**src/rtl/burst_pkg.sv**
```systemverilog
package burst_pkg;

    localparam int BEAT_W = 2;

    typedef logic [BEAT_W-1:0] beat_t;

    typedef enum logic {
        ORD_LINEAR     = 1'b0,
        ORD_INTERLEAVE = 1'b1
    } order_e;

    typedef struct packed {
        beat_t start;
        beat_t count;
    } burst_ctr_t;

    function automatic beat_t linear_low(beat_t start, beat_t count);
        return beat_t'(start + count);
    endfunction

endpackage

```
**src/rtl/burst_ctr_reg.sv**
```systemverilog
module burst_ctr_reg
    import burst_pkg::*;
#(
    parameter int ADDR_W = 17,
    localparam int UPPER_W = ADDR_W - BEAT_W
) (
    input  logic               clk,
    input  logic               rst,
    input  logic               hold,
    input  logic               adv,
    input  logic [ADDR_W-1:0]  addr_in,
    output logic [UPPER_W-1:0] upper_q,
    output burst_ctr_t         ctr_q
);

    always_ff @(posedge clk) begin
        if (rst) begin
            upper_q     <= '0;
            ctr_q.start <= '0;
            ctr_q.count <= '0;
        end else if (!hold) begin
            if (!adv) begin
                upper_q     <= addr_in[ADDR_W-1:BEAT_W];
                ctr_q.start <= addr_in[BEAT_W-1:0];
                ctr_q.count <= '0;
            end else begin
                ctr_q.count <= beat_t'(ctr_q.count + 1'b1);
            end
        end
    end


    stall_freeze_chk: assert property (@(posedge clk) disable iff (rst)
        hold |=> ($stable(upper_q) && $stable(ctr_q)));


    upper_keep_chk: assert property (@(posedge clk) disable iff (rst)
        (!hold && adv) |=> $stable(upper_q));

endmodule

```
**src/rtl/burst_order_map.sv**
```systemverilog
module burst_order_map
    import burst_pkg::*;
(
    input  burst_ctr_t ctr,
    input  order_e     ord,
    output beat_t      low
);

    beat_t lin_low;
    beat_t xor_low;

    assign lin_low = linear_low(ctr.start, ctr.count);

    for (genvar b = 0; b < BEAT_W; b++) begin : g_xor
        assign xor_low[b] = ctr.start[b] ^ ctr.count[b];
    end

    always_comb begin
        unique case (ord)
            ORD_INTERLEAVE: low = xor_low;
            default:        low = lin_low;
        endcase
    end

endmodule

```
**src/rtl/burst_addr_gen.sv**
```systemverilog
module burst_addr_gen
    import burst_pkg::*;
#(
    parameter int ADDR_W = 17
) (
    input  logic              clk,
    input  logic              rst,
    input  logic              hold,
    input  logic              adv,
    input  logic              interleave,
    input  logic [ADDR_W-1:0] addr_in,
    output logic [ADDR_W-1:0] addr_out,
    output logic [1:0]        beat
);

    localparam int UPPER_W = ADDR_W - BEAT_W;

    logic [UPPER_W-1:0] upper_q;
    burst_ctr_t         ctr_q;
    beat_t              low;
    order_e             ord;

    assign ord = order_e'(interleave);

    burst_ctr_reg #(.ADDR_W(ADDR_W)) u_reg (
        .clk     (clk),
        .rst     (rst),
        .hold    (hold),
        .adv     (adv),
        .addr_in (addr_in),
        .upper_q (upper_q),
        .ctr_q   (ctr_q)
    );

    burst_order_map u_map (
        .ctr (ctr_q),
        .ord (ord),
        .low (low)
    );

    assign addr_out = {upper_q, low};
    assign beat     = ctr_q.count;


    reset_clear_chk: assert property (@(posedge clk)
        rst |=> (addr_out == '0 && beat == 2'd0));


    load_capture_chk: assert property (@(posedge clk) disable iff (rst)
        (!hold && !adv) |=> (addr_out == $past(addr_in) && beat == 2'd0));


    beat_step_chk: assert property (@(posedge clk) disable iff (rst)
        (!hold && adv) |=> (beat == 2'($past(beat) + 2'd1)));


    linear_step_chk: assert property (@(posedge clk) disable iff (rst)
        (!hold && adv && !interleave) |=>
            (interleave || addr_out[1:0] == 2'($past(addr_out[1:0]) + 2'd1)));


    interleave_base_chk: assert property (@(posedge clk) disable iff (rst)
        (!hold && adv && interleave) |=>
            (!interleave || (addr_out[1:0] ^ beat) == $past(addr_out[1:0] ^ beat)));

endmodule

```
**config.mk**
```make
export PLATFORM = sky130hd
export DESIGN_NAME = burst_addr_gen
export DESIGN_NICKNAME = d
export VERILOG_FILES = /design/src/rtl/burst_pkg.sv /design/src/rtl/burst_ctr_reg.sv /design/src/rtl/burst_order_map.sv /design/src/rtl/burst_addr_gen.sv
export SDC_FILE = /design/constraint.sdc
export NUM_CORES = 1
export LEC_CHECK = 0
export BUFFER_PORTS_ARGS = -buffer_cell sky130_fd_sc_hd__buf_4
export CAP_MARGIN = 10
export CORE_UTILIZATION = 48
export CTS_BUF_LIST = sky130_fd_sc_hd__clkbuf_8
export CTS_CLUSTER_DIAMETER = 100
export DETAILED_ROUTE_END_ITERATION = 12
export PLACE_DENSITY_LB_ADDON = 0.08
export SYNTH_ARGS = -nofsm -noshare
export SYNTH_HDL_FRONTEND = slang
export SYNTH_SLANG_ARGS = --single-unit
```
**constraint.sdc**
```tcl
create_clock -name clk -period 2.5 [get_ports clk]
set_clock_uncertainty 0.1 [all_clocks]
set_input_delay 0.25 -clock clk [delete_from_list [all_inputs] [get_ports clk]]
set_output_delay 0.25 -clock clk [all_outputs]
set_load 0.01 [all_outputs]
```
==> flow_summary.yaml <==
clock_tree:
  cts-hold-fix-buffers: 0
  cts_tree: "built"
  cts_root_buf: "clkbuf_8"
  cts_setup_buffers: 0
  insertion_delay_ns: 0.25
  htree_levels: 1
  cts_sinks: 19
  clkSlewWorstSetupHoldPaths_ns: 0.07
  numCtsBuffers: 3
  post_cts_resized: 0
  cts_max_path_buffers: 2
route:
  first_pass_iters: 4
  wl_mm: 1.52
  drt_iter0_drc: 3
  dr_total_vias: 683
  post_drt_wl_per_cell_um: 10.7
  routed_via_density: 4.81
  drc: 0
  ant_nets: 0
timing:
  max_freq_mhz: 638
  finalSetupViolCount: 0
  fin_crit_sh_pct: 62.7
  layout_setup_ws_ns: 0.932
  finalHoldViolCount: 0
  rsz0062_at_grt: "no"
  tns_ns: 0
  slew_violations: 0
  period_minus_slack_ns: 1.57
  tightest_slew_ns: 0.662
  slew_headroom_pct: 55.8
critical_path:
  cp_max_fo: 5
  max_stage_delay_ns: 0.40
  critPathLaunchType: "flip-flop"
  crit_family: "flip-flops"
  cp_cell_sequence: "ha_1 > nor2b_1 > xnor2_1 > buf_4"
  worstPathArrival_ns: 1.22
  slowest_stage: "dfxtp_1"
  required_ns: 2.15
  crit_path_end_kind: "output pin"
  critPathBufInv: 1
  crit_start: "u_reg.ctr_q[0]"
  crit_type: "flip-flop to output pin"
  r2r-start: "u_reg.ctr_q[0]"
die:
  die_x_um: 41.1
  die_y_um: 41.1
  die-area_mm2: 0.00169
  core_area_mm2: 0.00137
  io_pins: 41
  rows: 13
  start_util_pct: 53.8
yosys:
  synth_top_area_share_pct: 51.8
  syn_avg_cell_area_um2: 8.16
  synthTopCellsByArea: "dfxtp_1 (52%), nand2_1 (17%), a21oi_1 (12%)"
  yosysTopAreaCell: "dfxtp_1"
  yosysSeqAreaShare_pct: 51.8
  yosysWarningCount: 0
  synth.distinct_cells: 16
  netlist_instances: 90
  synth-seq-cells: 19
  syn-cell-area_um2: 734
  synth.net_count: 113
place:
  dp_slack_ns: 1.13
  dpl.hpwl_mm: 1.08
  place_congestion: 0.585
  dp_cells: 138
  port_buffers: 40
power_and_ir_drop:
  p_int_mw: 0.477
  sequentialPowerShare_pct: 52.2
  power.leakage_nw: 0.475
  switching_power_mw: 0.144
  power_density_mw_per_mm2: 594
  power_frac_comb_pct: 14.7
  p_clk_share_pct: 33.2
  ir_worst_vdd_mv: 0.448
  switching_share_pct: 23.2
cells_and_area:
  nets: 151
  final_layout_size_suffix_gt1_share_pct: 35.4
  final_cell_mix: "buf_4 (40), nand2_1 (34), dfxtp_1 (19), a21oi_1 (18), clkbuf_8 (3)"
  final.fill_count: 109
  final_common_cell: "buf_4"
  fin_cells: 142
  diodes: 0
  syn2layout_area_growth_pct: 42.4
outcome:
  status: "complete, no violations"
worst_hold_path:
  hp-start: "addr_in[10]"
  worstHoldPathType: "primary input to flip-flop"
grt:
  grt_pass1_vias: 512
  gr-total-overflow: 0
  antenna_found_initial: 0
  grt_usage_pct: 19.4
  grt_pass1_wl_mm: 2.13
  grt_max_degree: 20
run:
  cap_violations: 0
area by class of cell:
type                            instances  area [µm²]  area share, %
Sequential cell                        19         380           36.4
Multi-Input combinational cell         64         300           28.7
Timing Repair Buffer                   40         300           28.7
Clock buffer                            3        41.3           3.95
Tap cell                               15        18.8           1.79
Clock inverter                          1        5.00          0.478
Yosys cell counts:
library cell	number
ha_1	1
nor2b_1	2
buf_1	1
buf_6	2
nand3_1	1
xnor2_1	2
buf_4	3
or2_1	1
dfxtp_1	19
nor2_2	1
a21oi_1	18
buf_2	1
nor2_1	2
nand2_1	34
o21ai_0	1
mux2i_1	1
cells by family (layout without fill, tap and decap cells):
family                   Yosys count  count (layout)  share of synthesized area, %
adder cells (fa/ha/maj)            1               1                          1.70
AND/OR/NAND/NOR                   41              41                          22.5
multiplexers                       1               1                          1.36
XOR/XNOR                           2               2                          2.39
flip-flops                        19              19                          51.8
buffers and inverters              7              44                          7.32
AO/OA/AOI/OAI                     19              19                          12.9
sequential cells by signal (all words and copies together), names as in the netlist:
signal,flops
u_reg.upper_q,15
u_reg.ctr_q,4
routing by layer:
metal	GRT usage (%)	vias up	routed length (µm)
met3	4.89	2	68
met1	21.8	299	663
met5	0	-	0
met2	33.6	22	774
li1	-	360	-
met4	9.68	0	12
power by group through the flow:
stage / sequential [mW] / clock [mW] / combinational (mW)
after CTS: 0.324 / 0.214 / 0.0923
final: 0.324 / 0.206 / 0.0911
after global routing: 0.326 / 0.228 / 0.101
after detailed placement: 0.331 / 0 / 0.0918
after global placement: 0.331 / 0 / 0.0901
after floorplan: 0.336 / 0 / 0.0392
worst register-to-register path: stages (launching register included):
cell and delay [ns]:
dfxtp_1 0.40, nor2b_1 0.08, o21ai_0 0.14, a21oi_1 0.08
through the flow:
stage                     util, %  area [µm²]  power [mW]  hold slack, ns
after CTS                    76.6        1050       0.631           0.140
after detailed placement     73.2        1000       0.423           0.349
final                        76.6        1050       0.621           0.142
after global routing         76.6        1050       0.655           0.135
after global placement       73.2        1000       0.421           0.343
after floorplan                 -         734       0.375           0.286
worst paths after layout:
check	cells past startpoint	slack [ns]	to
min reg2reg	2	0.35	u_reg.upper_q[9]
min	3	0.14	u_reg.upper_q[8]
max reg2reg	3	1.59	u_reg.ctr_q[1]
max	4	0.93	addr_out[1]
(Power assumes the default switching activity.)
